`config.mk`:
```
export PLATFORM = sky130hd
export DESIGN_NAME = ipc_mailbox
export DESIGN_NICKNAME = d
export VERILOG_FILES = /design/src/rtl/ipc_mailbox_pkg.sv /design/src/rtl/mbox_fifo.sv /design/src/rtl/mbox_datapath.sv /design/src/rtl/mbox_ctrl.sv /design/src/rtl/ipc_mailbox.sv
export SDC_FILE = /design/constraint.sdc
export NUM_CORES = 1
export LEC_CHECK = 0
export ABC_CLOCK_PERIOD_IN_PS = 8950
export BUFFER_PORTS_ARGS = -buffer_cell sky130_fd_sc_hd__buf_2
export CORE_AREA = 2 2 209 211
export CTS_BUF_LIST = sky130_fd_sc_hd__clkbuf_2
export DETAILED_ROUTE_END_ITERATION = 7
export DIE_AREA = 0 0 211 213
export HOLD_SLACK_MARGIN = 0.06
export MAX_ROUTING_LAYER = met4
export PLACE_DENSITY = 0.75
export SLEW_MARGIN = 10
export SYNTH_ARGS = -nofsm -noshare
export SYNTH_HDL_FRONTEND = slang
export SYNTH_SLANG_ARGS = --single-unit
```
`constraint.sdc`:
```
create_clock -name clk -period 8.95 [get_ports clk]
set_clock_uncertainty 0.15 [all_clocks]
set_input_delay 1.3425 -clock clk [delete_from_list [all_inputs] [get_ports clk]]
set_output_delay 1.3425 -clock clk [all_outputs]
set_load 0.01 [all_outputs]
```
`src/rtl/ipc_mailbox_pkg.sv`:
```
package ipc_mailbox_pkg;
  localparam int DATA_W = 32;
  localparam logic [DATA_W-1:0] EMPTY_WORD = 32'hFFFF_FFFF;

  typedef struct packed {
    logic inPush;
    logic inPop;
    logic outPush;
  } mbox_strobe_t;
endpackage

```
`src/rtl/mbox_fifo.sv`:
```
module mbox_fifo #(
  parameter int DEPTH = 8,
  parameter int WIDTH = 32,
  parameter logic [WIDTH-1:0] FILL = '1
) (
  input  logic             clk,
  input  logic             rstN,
  input  logic             push,
  input  logic [WIDTH-1:0] pushData,
  input  logic             pop,
  output logic [WIDTH-1:0] headData,
  output logic [$clog2(DEPTH+1)-1:0] level,
  output logic             full,
  output logic             empty
);
  localparam int PTR_W = (DEPTH > 1) ? $clog2(DEPTH) : 1;
  localparam int LVL_W = $clog2(DEPTH+1);

  logic [WIDTH-1:0] slots [DEPTH];
  logic [PTR_W-1:0] rdPtr, wrPtr;

  function automatic logic [PTR_W-1:0] nextPtr(input logic [PTR_W-1:0] p);
    return (p == PTR_W'(DEPTH-1)) ? '0 : p + 1'b1;
  endfunction

  always_ff @(posedge clk) begin
    if (!rstN) begin
      rdPtr <= '0;
      wrPtr <= '0;
      level <= '0;
      for (int i = 0; i < DEPTH; i++) slots[i] <= FILL;
    end else begin
      if (pop) begin
        slots[rdPtr] <= FILL;
        rdPtr <= nextPtr(rdPtr);
      end
      if (push) begin
        slots[wrPtr] <= pushData;
        wrPtr <= nextPtr(wrPtr);
      end
      if (push && !pop) level <= level + 1'b1;
      else if (pop && !push) level <= level - 1'b1;
    end
  end

  assign headData = slots[rdPtr];
  assign full     = (level == LVL_W'(DEPTH));
  assign empty    = (level == '0);

  a_r6_no_push_full: assert property (@(posedge clk) disable iff (!rstN)
    push |-> !full);
  a_r2_no_pop_empty: assert property (@(posedge clk) disable iff (!rstN)
    pop |-> !empty);
  a_r5_level_up: assert property (@(posedge clk) disable iff (!rstN)
    (push && !pop) |=> level == LVL_W'($past(level) + 1'b1));
  a_r2_level_down: assert property (@(posedge clk) disable iff (!rstN)
    (pop && !push) |=> level == LVL_W'($past(level) - 1'b1));
endmodule

```
`src/rtl/mbox_datapath.sv`:
```
module mbox_datapath
  import ipc_mailbox_pkg::*;
#(
  parameter int DEPTH      = 8,
  parameter int CHAN_COUNT = 12,
  localparam int CHAN_W    = (CHAN_COUNT > 1) ? $clog2(CHAN_COUNT) : 1
) (
  input  logic                         clk,
  input  logic                         rstN,
  input  mbox_strobe_t                 strobes,
  input  logic [CHAN_W-1:0]            scanSel,
  input  logic [CHAN_COUNT*DATA_W-1:0] chanRespData,
  input  logic [DATA_W-1:0]            busWdata,
  output logic [DATA_W-1:0]            inHead,
  output logic [DATA_W-1:0]            inStatus,
  output logic [DATA_W-1:0]            outStatus,
  output logic                         inFull,
  output logic                         inEmpty,
  output logic                         outFull
);
  localparam int LVL_W = $clog2(DEPTH+1);

  logic [DATA_W-1:0] inPushData, inHeadRaw, outHeadRaw;
  logic [LVL_W-1:0]  inLevel, outLevel;
  logic              outEmpty;

  always_comb begin
    inPushData = '0;
    for (int i = 0; i < CHAN_COUNT; i++)
      if (scanSel == CHAN_W'(i)) inPushData = chanRespData[i*DATA_W +: DATA_W];
  end

  mbox_fifo #(.DEPTH(DEPTH), .WIDTH(DATA_W), .FILL(EMPTY_WORD)) i_inFifo (
    .clk(clk), .rstN(rstN),
    .push(strobes.inPush), .pushData(inPushData), .pop(strobes.inPop),
    .headData(inHeadRaw), .level(inLevel), .full(inFull), .empty(inEmpty)
  );

  mbox_fifo #(.DEPTH(DEPTH), .WIDTH(DATA_W), .FILL(EMPTY_WORD)) i_outFifo (
    .clk(clk), .rstN(rstN),
    .push(strobes.outPush), .pushData(busWdata), .pop(1'b0),
    .headData(outHeadRaw), .level(outLevel), .full(outFull), .empty(outEmpty)
  );

  assign inHead    = inEmpty ? EMPTY_WORD : inHeadRaw;
  assign inStatus  = {inFull, inEmpty, 22'b0, 8'(inLevel)};
  assign outStatus = {outFull, outEmpty, 22'b0, 8'(outLevel)};

  a_r4_empty_head: assert property (@(posedge clk) disable iff (!rstN)
    inEmpty |-> inHeadRaw == EMPTY_WORD);
  a_r5_out_nohead: assert property (@(posedge clk) disable iff (!rstN)
    outEmpty |-> outHeadRaw == EMPTY_WORD);
endmodule

```
`src/rtl/mbox_ctrl.sv`:
```
module mbox_ctrl
  import ipc_mailbox_pkg::*;
#(
  parameter int CHAN_COUNT   = 12,
  parameter int ADDR_W       = 10,
  parameter int CHAN_FIELD_W = 4,
  localparam int CHAN_W      = (CHAN_COUNT > 1) ? $clog2(CHAN_COUNT) : 1
) (
  input  logic                  clk,
  input  logic                  rstN,
  input  logic                  busValid,
  input  logic                  busWrite,
  input  logic [ADDR_W-1:0]     busAddr,
  input  logic [DATA_W-1:0]     busWdata,
  output logic [DATA_W-1:0]     busRdata,
  output logic                  busErr,
  output logic                  irqData,
  input  logic [CHAN_COUNT-1:0] chanAvail,
  input  logic [CHAN_COUNT-1:0] chanBusy,
  output logic [CHAN_COUNT-1:0] chanRespAck,
  output logic [CHAN_COUNT-1:0] chanWrValid,
  output logic [DATA_W-1:0]     chanWrData,
  input  logic [DATA_W-1:0]     inHead,
  input  logic [DATA_W-1:0]     inStatus,
  input  logic [DATA_W-1:0]     outStatus,
  input  logic                  inFull,
  input  logic                  inEmpty,
  input  logic                  outFull,
  output mbox_strobe_t          strobes,
  output logic [CHAN_W-1:0]     scanSel
);
  localparam logic [ADDR_W-1:0] WIN_MASK = ~ADDR_W'(15);

  logic dataIrqEn, errOverflow, errUnderflow;
  logic scanHit, rdAcc, wrAcc, aligned;
  logic isRdWin, isPeek, isSender, isInStat, isCfg, isOutStat, isWrWin;
  logic readHit, writeHit, wrWinAcc, inRange, tgtBusy, deliver;
  logic [CHAN_FIELD_W-1:0] chanField;
  logic [CHAN_COUNT-1:0]   tgtOneHot;
  logic [DATA_W-1:0]       cfgWord;

  // Lowest-numbered ready channel wins: scan from the top down.
  always_comb begin
    scanHit = 1'b0;
    scanSel = '0;
    for (int i = CHAN_COUNT-1; i >= 0; i--)
      if (chanAvail[i]) begin
        scanHit = 1'b1;
        scanSel = CHAN_W'(i);
      end
  end

  always_comb begin
    chanRespAck = '0;
    if (scanHit && !inFull)
      for (int i = 0; i < CHAN_COUNT; i++)
        if (scanSel == CHAN_W'(i)) chanRespAck[i] = 1'b1;
  end

  // Address decode
  assign aligned   = (busAddr[1:0] == 2'b00);
  assign isRdWin   = aligned && ((busAddr & WIN_MASK) == ADDR_W'('h80));
  assign isWrWin   = aligned && ((busAddr & WIN_MASK) == ADDR_W'('hA0));
  assign isPeek    = (busAddr == ADDR_W'('h90));
  assign isSender  = (busAddr == ADDR_W'('h94));
  assign isInStat  = (busAddr == ADDR_W'('h98));
  assign isCfg     = (busAddr == ADDR_W'('h9C));
  assign isOutStat = (busAddr == ADDR_W'('hB8));
  assign rdAcc     = busValid && !busWrite;
  assign wrAcc     = busValid && busWrite;
  assign readHit   = isRdWin || isPeek || isSender || isInStat || isCfg || isOutStat;
  assign writeHit  = isWrWin || isCfg;
  assign busErr    = busValid && (busWrite ? !writeHit : !readHit);

  assign cfgWord = {21'b0, errUnderflow, errOverflow, 1'b0, 3'b0, !inEmpty, 3'b0, dataIrqEn};

  always_comb begin
    busRdata = '0;
    if (rdAcc) begin
      if (isRdWin || isPeek) busRdata = inHead;
      else if (isInStat)     busRdata = inStatus;
      else if (isCfg)        busRdata = cfgWord;
      else if (isOutStat)    busRdata = outStatus;
    end
  end

  // Request routing
  assign chanField = busWdata[CHAN_FIELD_W-1:0];
  assign inRange   = (32'(chanField) < CHAN_COUNT);
  assign wrWinAcc  = wrAcc && isWrWin;

  always_comb begin
    tgtOneHot = '0;
    tgtBusy   = 1'b0;
    for (int i = 0; i < CHAN_COUNT; i++)
      if (chanField == CHAN_FIELD_W'(i)) begin
        tgtOneHot[i] = 1'b1;
        tgtBusy      = chanBusy[i];
      end
  end

  assign deliver     = wrWinAcc && !outFull && inRange && !tgtBusy;
  assign chanWrValid = deliver ? tgtOneHot : '0;
  assign chanWrData  = busWdata;

  assign strobes.inPush  = scanHit && !inFull;
  assign strobes.inPop   = rdAcc && isRdWin && !inEmpty;
  assign strobes.outPush = wrWinAcc && !outFull && inRange && tgtBusy;

  always_ff @(posedge clk) begin
    if (!rstN) begin
      dataIrqEn    <= 1'b0;
      errOverflow  <= 1'b0;
      errUnderflow <= 1'b0;
    end else if (wrAcc && isCfg) begin
      dataIrqEn    <= busWdata[0];
      errOverflow  <= 1'b0;
      errUnderflow <= 1'b0;
    end else begin
      if (wrWinAcc && outFull)           errOverflow  <= 1'b1;
      if (rdAcc && isRdWin && inEmpty)   errUnderflow <= 1'b1;
    end
  end

  assign irqData = dataIrqEn && !inEmpty;

  a_r6_one_ack: assert property (@(posedge clk) disable iff (!rstN)
    $onehot0(chanRespAck));
  a_r6_ack_ready: assert property (@(posedge clk) disable iff (!rstN)
    (chanRespAck != '0) |-> ((chanRespAck & chanAvail) == chanRespAck));
  a_r7_one_target: assert property (@(posedge clk) disable iff (!rstN)
    $onehot0(chanWrValid));
  a_r7_deliver_or_queue: assert property (@(posedge clk) disable iff (!rstN)
    (chanWrValid != '0) |-> !strobes.outPush);
  a_r7_idle_target: assert property (@(posedge clk) disable iff (!rstN)
    (chanWrValid != '0) |-> ((chanWrValid & chanBusy) == '0));
  a_r3_empty_sentinel: assert property (@(posedge clk) disable iff (!rstN)
    (rdAcc && isRdWin && inEmpty) |-> busRdata == EMPTY_WORD);
  a_r11_err_quiet: assert property (@(posedge clk) disable iff (!rstN)
    busErr |-> (busRdata == '0 && chanWrValid == '0 && !strobes.outPush && !strobes.inPop));
  a_r10_irq_pending: assert property (@(posedge clk) disable iff (!rstN)
    irqData |-> !inEmpty);
endmodule

```
`src/rtl/ipc_mailbox.sv`:
```
module ipc_mailbox
  import ipc_mailbox_pkg::*;
#(
  parameter int DEPTH        = 8,
  parameter int CHAN_COUNT   = 12,
  parameter int ADDR_W       = 10,
  parameter int CHAN_FIELD_W = 4
) (
  input  logic                         clk,
  input  logic                         rstN,
  input  logic                         busValid,
  input  logic                         busWrite,
  input  logic [ADDR_W-1:0]            busAddr,
  input  logic [DATA_W-1:0]            busWdata,
  output logic [DATA_W-1:0]            busRdata,
  output logic                         busErr,
  output logic                         irqData,
  input  logic [CHAN_COUNT-1:0]        chanAvail,
  input  logic [CHAN_COUNT*DATA_W-1:0] chanRespData,
  output logic [CHAN_COUNT-1:0]        chanRespAck,
  input  logic [CHAN_COUNT-1:0]        chanBusy,
  output logic [CHAN_COUNT-1:0]        chanWrValid,
  output logic [DATA_W-1:0]            chanWrData
);
  localparam int CHAN_W = (CHAN_COUNT > 1) ? $clog2(CHAN_COUNT) : 1;

  mbox_strobe_t      strobes;
  logic [CHAN_W-1:0] scanSel;
  logic [DATA_W-1:0] inHead, inStatus, outStatus;
  logic              inFull, inEmpty, outFull;

  mbox_ctrl #(.CHAN_COUNT(CHAN_COUNT), .ADDR_W(ADDR_W), .CHAN_FIELD_W(CHAN_FIELD_W)) i_ctrl (
    .clk(clk), .rstN(rstN),
    .busValid(busValid), .busWrite(busWrite), .busAddr(busAddr), .busWdata(busWdata),
    .busRdata(busRdata), .busErr(busErr), .irqData(irqData),
    .chanAvail(chanAvail), .chanBusy(chanBusy), .chanRespAck(chanRespAck),
    .chanWrValid(chanWrValid), .chanWrData(chanWrData),
    .inHead(inHead), .inStatus(inStatus), .outStatus(outStatus),
    .inFull(inFull), .inEmpty(inEmpty), .outFull(outFull),
    .strobes(strobes), .scanSel(scanSel)
  );

  mbox_datapath #(.DEPTH(DEPTH), .CHAN_COUNT(CHAN_COUNT)) i_datapath (
    .clk(clk), .rstN(rstN), .strobes(strobes), .scanSel(scanSel),
    .chanRespData(chanRespData), .busWdata(busWdata),
    .inHead(inHead), .inStatus(inStatus), .outStatus(outStatus),
    .inFull(inFull), .inEmpty(inEmpty), .outFull(outFull)
  );
endmodule

```
==> reports/metrics.cfg, run 1 <==
[power]
power_density_nw_per_um2=135.4
pleak_nw=7.172
peakVddDrop_uv=61.23

[sta]
period_minus_slack_ns=6.626
fin_crit_sh=0.7403
final_hold_viol_count=0
slew_at_the_pin_closest_to_its_max_slew_limit_ns=1.269
tns_ns=0
rsz0062_at_grt=false
post-route-worst-setup-slack_ns=2.324
achievable-frequency_mhz=150.9
drv_slew=0
setup-violations-final=0
relative_max_transition_margin=0.1508

[synthesis]
postSynthAreaPerCell_um2=10.20
synth.top_cells.by_area=edfxtp_1 43%, mux4_2 8.1%, nand2_1 5.1%, mux2i_1 4.6%, o21ai_0 3.2%
synth-async-reset-ratio=0
flops_latches_synth=276
synth_top_flop_cell=edfxtp_1
postSynthCellCount=1765
synth_enable_flop_cells=256
netlist_area_um2=18000
postSynthNetCount=2229
synth_top_area_frac=0.4272
yosys_warnings=0
synth_top_area_cell=edfxtp_1
synth.lib_cells_used.distinct=79
ys_seq_area_frac=0.4494

[floorplanning]
fp.dieArea_um2=44940
die_w_um=211
ioPinCount=544
std_cell_rows=76
floorplan.core_area_um2=42700
die_height_um=213
initial_utilization=0.4215

[clock_network]
postCtsHoldBufs=0
post_cts_resized=0
cts_tree=built
max-clock-path-buffers=3
post_cts_setup_repair_bufs=0
numClockSinks=276
ctsHtreeMaxLevel=3
clk-insertion-delay-late_ns=0.79
clk_root_buffer_cell=clkbuf_2
cts.reportedPaths.clkPinSlew_ns=0.08
cts_made_buffers=70

[placement]
port-buffer-count=487
place_hpwl_mm=61.73
post-place-cells=2648
post_dp_area_um2=20750
gpl.final_weighted_congestion=1.084
placement.setup.worst_slack_ns=2.482

[setup_path]
critPathArrivalTime_ns=5.13
worst_setup_path_start_kind=input pin
cp_max_fo=41
crit_type=in -> out
worst-r2r-setup-slack_ns=5.15
crit_required_ns=7.46
cp-end-kind=primary output

[global_route]
global_route_wire_length_before_repair_mm=117.1
grt-ovfl-total=0
grt_antenna_before_repair=15
grt_start_max_net_pins=74
grt.total_usage=0.3719
vias_in_the_first_global_route=17290

[final_layout]
fillers=3975
final-seq-area_um2=8097
layout.cells.most_common=buf_2
finalNetCount=2638
finalInstanceArea_um2=21380
multiInputGateArea_um2=9024
drive_above_1_share=0.3499
post_layout_nonfiller_instances=2774
final_cell_mix=487 x buf_2, 256 x edfxtp_1, 242 x nand2_1
synthToLayoutAreaGrowth_pct=18.81

[min_path]
hold_path.class=reg -> reg

[detailed_routing]
wl_per_cell_um=29.96
routed-wl-met3_mm=12.11
detail_route.vias_per_cell=6.456
detailroute.via_count=17910
ant_nets=0
detail_route.first_pass.iterations=8
dr.first_iter.drc_count=2133
drt_drc_violations_left=0
wl_met1_mm=29.65
totalWireLength_mm=83.11
wl_met2_mm=37.98
dr.max_layer_used=met4

[job]
cap_violations=0

[status]
status=finished clean

cell type report:
class                   instances  area share
clock inverters                16    0.004623
multi-input cells            1248      0.4221
clock buffers                  97     0.02271
repair buffers                532      0.1304
well taps                     546     0.03195
diodes                         13    0.001522
flip-flops and latches        276      0.3787
inverters                      46    0.008076
flip-flops by register name, indices dropped and copies added, names as in the netlist, named ones only:
signal,cells
i_datapath.i_inFifo.rdPtr,3
i_datapath.i_outFifo.level,4
i_datapath.i_inFifo.wrPtr,3
i_datapath.i_inFifo.slots,256
i_ctrl.errOverflow,1
i_ctrl.dataIrqEn,1
i_datapath.i_inFifo.level,4
i_ctrl.errUnderflow,1
critical path: stages:
cell,delay (ns)
buf_2,0.17
nand2b_1,0.43
and2_1,0.58
buf_4,0.35
o21ai_4,0.47
nand3_1,1.11
nor2_1,0.47
buf_2,0.20
cell usage after synthesis, types with 11 or more instances:
| cell type | n |
|---|---|
| edfxtp_1 | 256 |
| nand2_1 | 243 |
| o21ai_0 | 116 |
| clkbuf_1 | 112 |
| a21oi_1 | 102 |
| mux2i_1 | 83 |
| nand3_1 | 72 |
| nor3_1 | 72 |
| mux4_2 | 65 |
| inv_1 | 45 |
| nor2_1 | 45 |
| nand3b_1 | 43 |
| o211ai_1 | 41 |
| buf_2 | 35 |
| buf_4 | 35 |
| and3_1 | 27 |
| a211oi_1 | 26 |
| dfxtp_1 | 20 |
| nand4_1 | 19 |
| nor4_1 | 19 |
| o31ai_1 | 18 |
| a221oi_1 | 17 |
| a32oi_1 | 16 |
| buf_1 | 13 |
| a32o_1 | 12 |
| nand2b_1 | 11 |
layer usage:
metal,vias up,GRT usage
met5,-,-
met4,0,0.1372
met3,193,0.1463
met2,1370,0.5659
met1,8682,0.4480
li1,7664,-
cell families (layout without fill, tap and decap cells):
kind of cell	count (synthesis)	in the layout	synth area share
flip-flops	276	276	0.4494
buffers and inverters	241	691	0.06000
XOR/XNOR	5	5	0.002433
AND/OR/NAND/NOR	598	598	0.1654
AO/OA/AOI/OAI	483	483	0.1854
other	0	13	0
multiplexers	152	152	0.1300
adder cells (fa/ha/maj)	10	10	0.007370
through the flow:
stage / power [mW] / hold slack [ns] / util
6_report: 2.895 / 0.3412 / 0.5008
5_1_grt: 2.999 / 0.3923 / 0.5008
4_1_cts: 2.884 / 0.3404 / 0.4997
3_5_place_dp: 2.093 / 0.3134 / 0.4860
3_3_place_gp: 2.082 / 0.3075 / 0.4860
2_1_floorplan: 1.820 / 0.2866 / -
worst paths after layout:
check / startpoint / end / cells after the start
max: chanAvail[3] / chanRespAck[4] / 8
min: i_ctrl.errOverflow / i_ctrl.errOverflow / 2
max reg2reg: i_datapath.i_inFifo.level[0] / i_datapath.i_inFifo.slots[0][5] / 8
min reg2reg: i_ctrl.errOverflow / i_ctrl.errOverflow / 2
power by group:
| group | leakage (nW) | internal [mW] | switching, mW | total (mW) |
|---|---|---|---|---|
| registers | 2.00 | 1.45 | 0.0148 | 1.46 |
| clock network | 0.443 | 0.318 | 0.495 | 0.813 |
| logic | 4.73 | 0.200 | 0.418 | 0.618 |
(Power assumes the default switching activity.)
==> run 2: changes to the inputs <==
--- a/config.mk
+++ b/config.mk
@@ -5,7 +5,7 @@
 export SDC_FILE = /design/constraint.sdc
 export NUM_CORES = 1
 export LEC_CHECK = 0
-export ABC_CLOCK_PERIOD_IN_PS = 8950
+export ABC_CLOCK_PERIOD_IN_PS = 6850
 export BUFFER_PORTS_ARGS = -buffer_cell sky130_fd_sc_hd__buf_2
 export CORE_AREA = 2 2 209 211
 export CTS_BUF_LIST = sky130_fd_sc_hd__clkbuf_2
==> constraint.sdc (replaced) <==
create_clock -name clk -period 6.85 [get_ports clk]
set_clock_uncertainty 0.15 [all_clocks]
set_input_delay 1.0275 -clock clk [delete_from_list [all_inputs] [get_ports clk]]
set_output_delay 1.0275 -clock clk [all_outputs]
set_load 0.01 [all_outputs]
==> run 2 against run 1 <==
  * Clock power is 35% higher
  * Cell count decreased by 0.11%
  * Sequential power rose by 31%
  * Setup slack got worse by 0.38 ns
  * Critical path type unchanged
  * Largest power group unchanged
==> reports/metrics.cfg, run 2 (synthesis gave the netlist of run 1 again) <==
[final_layout]
layout.cells.most_common=buf_2
final-seq-area_um2=8097
layout_top_registers=i_datapath.i_inFifo.slots (256), i_datapath.i_inFifo.level (4), i_datapath.i_outFifo.level (4)
fillers=4002
register_with_the_most_flip_flops=i_datapath.i_inFifo.slots
flip_flop_count_of_the_largest_register_after_layout=256
final_cell_mix=487 x buf_2, 256 x edfxtp_1, 242 x nand2_1
finalNetCount=2642
drive_above_1_share=0.3520
multiInputGateArea_um2=9017
synthToLayoutAreaGrowth_pct=19.09

[setup_path]
path_cells=buf_2 -> or4_1 -> nor3_4 -> nand3_1 -> nor2_1 -> buf_2
critical-path-top-delay-family=simple AND/OR/NAND/NOR gates
crit_required_ns=5.67
worst_setup_path_start_kind=input pin
critPathArrivalTime_ns=3.73
worst_path_max_delay_cell=nor3_4
cp_max_fo=17
timing.critical_path.from=chanAvail[6]
crit-reg2reg-launch=i_datapath.i_inFifo.level[0]
worst-r2r-setup-slack_ns=2.95
crit_type=in -> out
crit_path_frequent_cell=buf_2
critical_path_buf_inv_count=2
cp-end-kind=primary output
max_stage_delay_ns=0.76

[min_path]
hold_path.class=reg -> reg
min-delay-start=i_ctrl.errOverflow

[clock_network]
clk-insertion-delay-late_ns=0.83
clk_root_buffer_cell=clkbuf_2
ctsHtreeMaxLevel=3
cts_made_buffers=70
cts.reportedPaths.clkPinSlew_ns=0.10
postCtsHoldBufs=0
max-clock-path-buffers=3
cts_tree=built
post_cts_setup_repair_bufs=0
post_cts_resized=0
numClockSinks=276

[sta]
rsz0062_at_grt=false
slew_at_the_pin_closest_to_its_max_slew_limit_ns=1.128
post-route-worst-setup-slack_ns=1.941
final_hold_viol_count=0
period_minus_slack_ns=4.909
setup-violations-final=0
tns_ns=0
relative_max_transition_margin=0.2461
achievable-frequency_mhz=203.7
drv_slew=0
fin_crit_sh=0.7166

[global_route]
grt.total_usage=0.3743
grt_start_max_net_pins=73
global_route_wire_length_before_repair_mm=117.7
grt_antenna_before_repair=12
grt.busiest_layer=met2
grt-ovfl-total=0
vias_in_the_first_global_route=17290
grtUsageMet1=0.4627
global_route.usage.met3=0.1315
global_route.usage.met2=0.5674

[detailed_routing]
totalWireLength_mm=82.91
detail_route.vias_per_cell=6.389
ant_nets=0
dr.first_iter.drc_count=2351
wl_per_cell_um=29.92
detail_route.first_pass.iterations=6
drt_drc_violations_left=0
detailroute.via_count=17700

[status]
status=finished clean

[power]
peakVddDrop_uv=121.0
pleak_nw=7.208
power_density_nw_per_um2=178.1

[floorplanning]
ioPinCount=544
die_height_um=213
floorplan.core_area_um2=42700
std_cell_rows=76
fp.dieArea_um2=44940
initial_utilization=0.4215
die_w_um=211

[placement]
place_hpwl_mm=61.59
port-buffer-count=487
placement.setup.worst_slack_ns=1.974
gpl.final_weighted_congestion=1.037

[job]
cap_violations=0

## run 2: cell count changes in the layout (fill, tap and decap cells not counted), moves of 2 or more
cell and change:
buf_12 +2, buf_4 +2, diode_2 -4, clkinv_1 -5
## run 2: final timing paths
| kind | to | cells past startpoint |
|---|---|---|
| max | chanRespAck[10] | 6 |
| min | i_ctrl.errOverflow | 2 |
| max reg2reg | i_datapath.i_inFifo.level[3] | 13 |
| min reg2reg | i_ctrl.errOverflow | 2 |
## run 2: worst min-delay path: cells and delay by family (launching register included)
kind,cells,cell delay (ns)
simple gates,1,0.07
flops,1,0.35
compound gates,1,0.05
## run 2: through the flow
step	hold slack (ns)	instances	total power, mW	instance area [µm²]	utilization
final	0.3524	2771	3.817	21430	0.5019
after global routing	0.3858	2770	3.953	21430	0.5019
after CTS	0.3481	2762	3.805	21400	0.5013
after detailed placement	0.3190	2652	2.735	20810	0.4873
after global placement	0.3062	2652	2.725	20810	0.4873
after floorplan	0.2866	1765	2.378	18000	-
## run 2: cell type report
class                   instances  area share
inverters                      46    0.008057
clock buffers                  98     0.02289
repair buffers                536      0.1326
well taps                     546     0.03188
diodes                          9    0.001051
flip-flops and latches        276      0.3778
clock inverters                12    0.004904
multi-input cells            1248      0.4208
## run 2: per-layer routing
layer / routed length, µm / vias to the layer above
met5: 0 / -
met4: 3344 / 0
met3: 11210 / 193
met2: 37710 / 1264
met1: 30650 / 8584
li1: - / 7663
## run 2: power breakdown
group / total [mW] / switching (mW) / internal, mW / leakage (nW)
clock: 1.10 / 0.645 / 0.452 / 0.454
sequential: 1.91 / 0.0197 / 1.89 / 2.00
combinational: 0.808 / 0.543 / 0.264 / 4.75
total: 3.82 / 1.21 / 2.61 / 7.21
